===== src/rtl/wig_pkg.sv =====
package wig_pkg;

  // Synchronized view of the raw pins, all active low except pwr_ok.
  typedef struct packed {
    logic cs_n;
    logic we_n;
    logic oe_n;
    logic pwr_ok;
  } strobe_t;

  localparam int STROBE_W = $bits(strobe_t);

  // Safe value: no strobe asserted, supply reported bad.
  localparam strobe_t STROBE_IDLE = '{cs_n: 1'b1, we_n: 1'b1, oe_n: 1'b1, pwr_ok: 1'b0};

endpackage


===== src/rtl/wig_sync.sv =====
module wig_sync #(
  parameter int W      = 4,
  parameter int STAGES = 2,
  parameter logic [W-1:0] RST_VAL = '0
) (
  input  logic         clk,
  input  logic         rst,
  input  logic [W-1:0] d,
  output logic [W-1:0] q
);

  logic [W-1:0] stage_q [STAGES];

  genvar g;
  generate
    for (g = 0; g < STAGES; g++) begin : g_stage
      if (g == 0) begin : g_first
        always_ff @(posedge clk) begin
          if (rst) stage_q[g] <= RST_VAL;
          else     stage_q[g] <= d;
        end
      end else begin : g_next
        always_ff @(posedge clk) begin
          if (rst) stage_q[g] <= RST_VAL;
          else     stage_q[g] <= stage_q[g-1];
        end
      end
    end
  endgenerate

  assign q = stage_q[STAGES-1];

endmodule


===== src/rtl/wig_lockout.sv =====
module wig_lockout #(
  parameter int DELAY = 1000000
) (
  input  logic clk,
  input  logic rst,
  input  logic supply_ok,
  output logic ready
);

  localparam int CW = $clog2(DELAY + 1);
  localparam logic [CW-1:0] LIMIT = CW'(DELAY);

  logic [CW-1:0] cnt_q;

  // Counts consecutive good-supply cycles, saturating at LIMIT.
  always_ff @(posedge clk) begin
    if (rst || !supply_ok) begin
      cnt_q <= '0;
    end else if (cnt_q != LIMIT) begin
      cnt_q <= cnt_q + 1'b1;
    end
  end

  assign ready = (cnt_q == LIMIT);

endmodule


===== src/rtl/wig_filter.sv =====
module wig_filter #(
  parameter int LEN = 3
) (
  input  logic clk,
  input  logic rst,
  input  logic qual,
  output logic start
);

  localparam int CW = (LEN > 1) ? $clog2(LEN) : 1;
  localparam logic [CW-1:0] LAST = CW'(LEN - 1);

  logic [CW-1:0] hold_q;
  logic          fired_q;
  logic          start_q;

  always_ff @(posedge clk) begin
    if (rst) begin
      hold_q  <= '0;
      fired_q <= 1'b0;
      start_q <= 1'b0;
    end else begin
      start_q <= 1'b0;
      if (!qual) begin
        hold_q  <= '0;
        fired_q <= 1'b0;
      end else if (!fired_q) begin
        if (hold_q == LAST) begin
          start_q <= 1'b1;
          fired_q <= 1'b1;
        end else begin
          hold_q <= hold_q + 1'b1;
        end
      end
    end
  end

  assign start = start_q;

endmodule


===== src/rtl/wr_inhibit_guard.sv =====
module wr_inhibit_guard #(
  parameter int SYNC_STAGES = 2,
  parameter int FILT_LEN    = 3,
  parameter int PWR_DELAY   = 1000000
) (
  input  logic clk,
  input  logic rst,
  input  logic cs_n,
  input  logic we_n,
  input  logic oe_n,
  input  logic pwr_ok,
  output logic wr_start
);

  import wig_pkg::*;

  strobe_t raw_pins;
  strobe_t sync_pins;

  logic s_cs_n;
  logic s_we_n;
  logic s_oe_n;
  logic s_pwr_ok;
  logic pwr_ready;
  logic write_qual;

  always_comb begin
    raw_pins.cs_n   = cs_n;
    raw_pins.we_n   = we_n;
    raw_pins.oe_n   = oe_n;
    raw_pins.pwr_ok = pwr_ok;
  end

  wig_sync #(
    .W       (STROBE_W),
    .STAGES  (SYNC_STAGES),
    .RST_VAL (STROBE_IDLE)
  ) u_sync (
    .clk (clk),
    .rst (rst),
    .d   (raw_pins),
    .q   (sync_pins)
  );

  assign s_cs_n   = sync_pins.cs_n;
  assign s_we_n   = sync_pins.we_n;
  assign s_oe_n   = sync_pins.oe_n;
  assign s_pwr_ok = sync_pins.pwr_ok;

  wig_lockout #(
    .DELAY (PWR_DELAY)
  ) u_lockout (
    .clk       (clk),
    .rst       (rst),
    .supply_ok (s_pwr_ok),
    .ready     (pwr_ready)
  );

  // Write is requested only with select and write low, output enable high,
  // and supply both present and past its power-on delay.
  assign write_qual = pwr_ready & s_pwr_ok & ~s_cs_n & ~s_we_n & s_oe_n;

  wig_filter #(
    .LEN (FILT_LEN)
  ) u_filter (
    .clk   (clk),
    .rst   (rst),
    .qual  (write_qual),
    .start (wr_start)
  );

endmodule


===== config.mk =====
export PLATFORM = sky130hd
export DESIGN_NAME = wr_inhibit_guard
export DESIGN_NICKNAME = d
export VERILOG_FILES = /design/src/rtl/wig_pkg.sv /design/src/rtl/wig_sync.sv /design/src/rtl/wig_lockout.sv /design/src/rtl/wig_filter.sv /design/src/rtl/wr_inhibit_guard.sv
export SDC_FILE = /design/constraint.sdc
export NUM_CORES = 1
export LEC_CHECK = 0
export ABC_AREA = 0
export BUFFER_PORTS_ARGS = -buffer_cell sky130_fd_sc_hd__buf_2
export CAP_MARGIN = 15
export CORE_MARGIN = 2
export CORE_UTILIZATION = 63
export CTS_CLUSTER_DIAMETER = 60
export DETAILED_ROUTE_END_ITERATION = 10
export PLACE_DENSITY_LB_ADDON = 0.25
export SYNTH_ARGS = -nofsm -noshare
export SYNTH_HDL_FRONTEND = slang
export SYNTH_SLANG_ARGS = --single-unit

===== constraint.sdc =====
create_clock -name clk -period 4.1 [get_ports clk]
set_input_delay 0.615 -clock clk [delete_from_list [all_inputs] [get_ports clk]]
set_output_delay 0.615 -clock clk [all_outputs]
set_load 0.03 [all_outputs]

# After elaboration in Yosys (flattened, before gate mapping)
# Memories as Yosys holds them, arrays and structs flattened.
# Index checks and enable logic that the tools add are counted.
# Widths: inputs -> output; s select.
# word_totals
reg_bits,24
ramBits,8
in_bits,6
out_inout_bits,1
n_memories,1
# op_classes
addsub,2
eq_ne,3
n_mux,7
bitwise_logic,11
reduce_logical,5
# memory_table
memory,words,width,rd,rd_clocked_by_memory_dff,write_ports,line_no,source
u_sync.stage_q,2,4,2,0,2,wig_sync.sv:12,logic [W-1:0] stage_q [STAGES];
# op_table
cell,n
$add 20x1->20 const B,1
$eq 20x20->1 const B,1
$ne 20x20->1 const B,1
$mux 4,2
$mux 1,5
$not 1->1,5
$and 1x1->1,4
$reduce_or 3->1,1
$add 2x1->2 const B,1
$eq 2x2->1 const B,1
$or 1x1->1,2
$reduce_and 2->1,1
$reduce_or 2->1,1
$logic_not 1->1,1
$logic_or 1x1->1,1

# Longest topological paths before layout
# depth
ltp_word,7
depth_mapped,6
depth_no_buf,6

# Modules after synthesis
# A second synthesis with hierarchy kept.
# unflattened
cells_unflattened,151
area_unflattened_um2,1383.8
# modules_own_cells
mod,instances,cells_per_inst,area_per_inst_um2
wig_lockout,1,117,1011.0
wig_sync,1,16,210.2
wig_filter,1,16,150.1
wr_inhibit_guard,1,2,12.5

# Worst setup path before layout
# Ideal clock, no wire load.
# synth_timing
path_kind,register -> register
start,reg u_lockout.cnt_q[2]
end,reg u_lockout.cnt_q[19]
setup_time_ns,0.071
t_arrival_ns,1.737
required_time_ns,4.029
slack_ns,2.292
stages_incl_launch_ff,5
path_buffers,0
path_cell_list,dfxtp_1 > nand3_4 > or4_4 > or4_1 > a21oi_1
# synth_between
elab_chain_cells,1
# synth_lines
item,line_no,source
start: declaration,wig_lockout.sv:13,logic [CW-1:0] cnt_q;
start signal: assignment,wig_lockout.sv:20,cnt_q <= cnt_q + 1'b1;
$add 20x1->20 or $ne 20x20->1 (tied branches),"wig_lockout.sv:20, wig_lockout.sv:19",
# Several ways; a longest one is shown, not always the timed one.
# A chain may end at the register's enable or synchronous reset.

# Worst setup path after layout
# layout_timing
start,reg u_lockout.cnt_q[2]
end,reg u_lockout.cnt_q[18]
# Same word-level chain as after synthesis.

==> impl_metrics.xml <==
<?xml version="1.0" encoding="UTF-8"?>
<metrics>
  <group name="yosys">
    <metric name="synth_ff_type" unit="">sky130_fd_sc_hd__dfxtp_1</metric>
    <metric name="syn-num-nets" unit="">158</metric>
    <metric name="post_synth_inst_count" unit="">149</metric>
    <metric name="synth.lib_cells_used.distinct" unit="">32</metric>
    <metric name="synth.yosys.warnings" unit="">0</metric>
    <metric name="synth_edf_count" unit="">0</metric>
    <metric name="synth.ff_latch_count" unit="">32</metric>
    <metric name="synth-seq-area-share" unit="%">47.4</metric>
    <metric name="syn_area" unit="um2">1350</metric>
    <metric name="syn-mean-instance-area" unit="um2">9.07</metric>
    <metric name="async_flop_share" unit="%">0</metric>
  </group>
  <group name="floorplanning">
    <metric name="floorplan.die.width" unit="um">50.3</metric>
    <metric name="floorplan.die.height" unit="um">50.3</metric>
    <metric name="design.die.area" unit="um2">2530</metric>
    <metric name="effective_utilization_at_floorplan" unit="%">67.5</metric>
    <metric name="coreArea" unit="um2">2000</metric>
    <metric name="io-pin-count" unit="">7</metric>
    <metric name="row_count" unit="">16</metric>
  </group>
  <group name="cells_and_area">
    <metric name="finalInstanceArea" unit="um2">1450</metric>
    <metric name="final_cell_mix" unit="">sky130_fd_sc_hd__dfxtp_1, sky130_fd_sc_hd__nor2_1, sky130_fd_sc_hd__nand2_1, sky130_fd_sc_hd__a21oi_1</metric>
    <metric name="share_of_cells_above_drive_strength_1" unit="%">13.8</metric>
    <metric name="layout.cells.most_common" unit="">sky130_fd_sc_hd__dfxtp_1</metric>
    <metric name="insertedDiodeCount" unit="">0</metric>
    <metric name="nets" unit="">169</metric>
    <metric name="syn2layout_area_growth" unit="%">7.59</metric>
  </group>
  <group name="routing">
    <metric name="wirelength" unit="mm">2.43</metric>
    <metric name="drc_errors" unit="">0</metric>
    <metric name="drt-met1-wl" unit="mm">1.15</metric>
    <metric name="route.top_layer_used" unit="">met4</metric>
    <metric name="drtPass1Iterations" unit="">4</metric>
    <metric name="route.detailed.vias_per_inst" unit="">5.64</metric>
    <metric name="via_count" unit="">1054</metric>
    <metric name="first_iter_violations" unit="">23</metric>
    <metric name="antenna_violating_nets_post_route" unit="">0</metric>
    <metric name="met3_wirelength_from_detailed_routing" unit="um">101</metric>
    <metric name="dr_wl_met2" unit="mm">1.13</metric>
    <metric name="wl_per_cell" unit="um">13.0</metric>
  </group>
  <group name="clock_network">
    <metric name="cts_tree" unit="">yes</metric>
    <metric name="post_cts_resize_count" unit="">0</metric>
    <metric name="insertion_delay" unit="ns">0.33</metric>
    <metric name="inserted_clock_buffers" unit="">5</metric>
    <metric name="cts_setup_buffers" unit="">0</metric>
    <metric name="clock_tree.htree_level_count" unit="">2</metric>
    <metric name="clock_tree.root_cell" unit="">sky130_fd_sc_hd__clkbuf_4</metric>
    <metric name="cts-root-to-sink-buffers" unit="">2</metric>
    <metric name="clock_input_transition_at_the_sequential_cells_of_the_worst_setup_and_hold_paths" unit="ns">0.09</metric>
    <metric name="postCtsHoldBufs" unit="">0</metric>
    <metric name="cts_num_sinks" unit="">32</metric>
  </group>
  <group name="critical_path">
    <metric name="crit_type" unit="">flop to flop</metric>
    <metric name="reg2reg_setup_slack" unit="ns">2.02</metric>
    <metric name="crit-reg2reg-capture" unit="">u_lockout.cnt_q[18]</metric>
    <metric name="r2r_cells" unit="">4</metric>
    <metric name="critPathArrivalTime" unit="ns">2.32</metric>
    <metric name="timing.rr.start" unit="">u_lockout.cnt_q[2]</metric>
    <metric name="worstSetupStartpointType" unit="">flop</metric>
    <metric name="cp-end-kind" unit="">flop</metric>
    <metric name="cp_data_required_time" unit="ns">4.34</metric>
    <metric name="critPathMaxFanout" unit="">10</metric>
  </group>
  <group name="sta">
    <metric name="grt_setup_unrepaired" unit="">false</metric>
    <metric name="clock.fmax" unit="MHz">480</metric>
    <metric name="slew_headroom" unit="%">32.2</metric>
    <metric name="setup_violations" unit="">0</metric>
    <metric name="finalWorstPathRequiredPeriod" unit="ns">2.08</metric>
    <metric name="tightestPinTransition" unit="ns">1.01</metric>
    <metric name="fin_worst_hold_slack" unit="ns">0.413</metric>
    <metric name="worst_clock_skew" unit="ns">0.00719</metric>
    <metric name="post-route-worst-setup-slack" unit="ns">2.02</metric>
    <metric name="setup_total_negative_slack" unit="ns">0</metric>
    <metric name="hold_viol" unit="">0</metric>
    <metric name="finalCritPeriodShare" unit="%">50.8</metric>
    <metric name="slew_viol_final" unit="">0</metric>
  </group>
  <group name="power_and_ir_drop">
    <metric name="netSwitchingPower" unit="uW">106</metric>
    <metric name="totalPowerFinal" unit="uW">488</metric>
    <metric name="pwr-share-comb" unit="%">2.1</metric>
    <metric name="intPower" unit="uW">382</metric>
    <metric name="share_seq_of_total_power" unit="%">64.6</metric>
    <metric name="power-per-cell-area" unit="nW/um2">336</metric>
    <metric name="ir_drop" unit="mV">0.391</metric>
    <metric name="power.static_leakage" unit="nW">0.484</metric>
    <metric name="share_clk_of_total_power" unit="%">33.3</metric>
    <metric name="switching_share" unit="%">21.7</metric>
  </group>
  <group name="place">
    <metric name="port_buffers" unit="">6</metric>
    <metric name="gp_routability_congestion" unit="">0.764</metric>
    <metric name="pre_cts_ws" unit="ns">2.05</metric>
    <metric name="place_hpwl" unit="mm">1.73</metric>
    <metric name="placement.cell_area" unit="um2">1410</metric>
  </group>
  <group name="run_status">
    <metric name="status" unit="">finished clean</metric>
  </group>
  <group name="min_path">
    <metric name="holdCritPathClass" unit="">flop to flop</metric>
    <metric name="worstHoldPathCells" unit="">1</metric>
    <metric name="hp-start" unit="">u_sync.stage_q[0][1]</metric>
    <metric name="whs_endpoint" unit="">u_sync.stage_q[1][1]</metric>
  </group>
  <group name="global_route">
    <metric name="global_route.overflow_total" unit="">0</metric>
    <metric name="grt_pass1_vias" unit="">987</metric>
    <metric name="grt_first_pass_wirelength" unit="mm">4.27</metric>
    <metric name="overall_routing_resource_usage" unit="%">23.2</metric>
    <metric name="pin_count_of_the_biggest_net_entering_global_routing" unit="">25</metric>
    <metric name="antenna_found_initial" unit="">0</metric>
  </group>
  <group name="job">
    <metric name="cap_viol_max_count" unit="">0</metric>
  </group>
</metrics>
-- flip-flops by register name, summed over array words and instances (netlist names) --
signal	cells
u_filter.fired_q	1
u_filter.hold_q	2
u_filter.start	1
u_lockout.cnt_q	20
u_sync.stage_q	8
-- per-layer routing --
| layer | track usage, % | vias to the layer above |
|---|---|---|
| met5 | 0 | - |
| met4 | 14.0 | 0 |
| met3 | 8.04 | 4 |
| met2 | 36.4 | 15 |
| met1 | 27.1 | 481 |
| li1 | - | 554 |
-- how the worst max path moves through the flow --
stage / startpoint / endpoint / slack (ns) / cells past startpoint
after floorplan: u_lockout.cnt_q[2] / u_lockout.cnt_q[19] / 2.29 / 4
after global placement: u_lockout.cnt_q[2] / u_lockout.cnt_q[18] / 2.09 / 4
after detailed placement: u_lockout.cnt_q[2] / u_lockout.cnt_q[18] / 2.05 / 4
after CTS: u_lockout.cnt_q[2] / u_lockout.cnt_q[18] / 2.03 / 4
after global routing: u_lockout.cnt_q[2] / u_lockout.cnt_q[18] / 1.75 / 4
final: u_lockout.cnt_q[2] / u_lockout.cnt_q[18] / 2.02 / 4
-- cell families (layout without fill, tap and decap cells) --
kind of cell / after synthesis / in the layout / share of synthesized area, %
simple gates: 74 / 74 / 31.0
flops: 32 / 32 / 47.4
compound gates: 22 / 22 / 10.1
xor+xnor: 10 / 10 / 6.48
fa+ha+maj: 3 / 3 / 2.78
buf+inv: 8 / 19 / 2.22
-- power by group through the flow --
stage	Sequential, mW	Clock, mW	Combinational [mW]
floorplan	0.323	0	0.00605
global placement	0.323	0	0.00965
detailed placement	0.323	0	0.0102
CTS	0.316	0.167	0.0102
global route	0.316	0.177	0.0116
finish	0.316	0.163	0.0101
-- metrics by stage --
stage / instances / utilization (%)
final: 187 / 72.6
after detailed placement: 180 / 70.3
after floorplan: 149 / -
after global placement: 180 / 70.3
after CTS: 187 / 72.6
after global routing: 187 / 72.6
-- final cells by class --
type / count / area [um2]
Multi-Input combinational cell: 109 / 681
Sequential cell: 32 / 641
Fill cell: 173 / 548
Clock buffer: 6 / 41.3
Tap cell: 27 / 33.8
Timing Repair Buffer: 6 / 30.0
Inverter: 6 / 22.5
Clock inverter: 1 / 5.00
-- Yosys cell counts (2+ instances only) --
master | n | area share [%]
sky130_fd_sc_hd__dfxtp_1 | 32 | 47
sky130_fd_sc_hd__nor2_1 | 14 | 3.9
sky130_fd_sc_hd__nand2_1 | 12 | 3.3
sky130_fd_sc_hd__a21oi_1 | 8 | 3.0
sky130_fd_sc_hd__nand3_1 | 7 | 2.6
sky130_fd_sc_hd__nor3_1 | 7 | 2.6
sky130_fd_sc_hd__xnor2_1 | 7 | 4.5
sky130_fd_sc_hd__inv_1 | 6 | 1.7
sky130_fd_sc_hd__o21ai_0 | 6 | 2.2
sky130_fd_sc_hd__or2_2 | 6 | 2.8
sky130_fd_sc_hd__nor4_1 | 5 | 2.3
sky130_fd_sc_hd__or3_1 | 4 | 1.9
sky130_fd_sc_hd__ha_1 | 3 | 2.8
sky130_fd_sc_hd__nor2b_1 | 3 | 1.4
sky130_fd_sc_hd__nor4b_1 | 3 | 1.9
sky130_fd_sc_hd__xor2_1 | 3 | 1.9
sky130_fd_sc_hd__a31o_2 | 2 | 1.3
sky130_fd_sc_hd__a31oi_1 | 2 | 0.93
sky130_fd_sc_hd__a41o_1 | 2 | 1.5
sky130_fd_sc_hd__and4b_1 | 2 | 1.5
sky130_fd_sc_hd__clkbuf_1 | 2 | 0.56
sky130_fd_sc_hd__nand2b_1 | 2 | 0.93
sky130_fd_sc_hd__or4_1 | 2 | 1.1
-- critical path, stage by stage (launching register included) --
cell                      delay (ns)
sky130_fd_sc_hd__dfxtp_1        0.49
sky130_fd_sc_hd__nand3_4        0.17
sky130_fd_sc_hd__nor4_1         0.90
sky130_fd_sc_hd__a31oi_1        0.19
sky130_fd_sc_hd__a41o_1         0.23
Note: power is estimated with default switching activity, not from simulation.
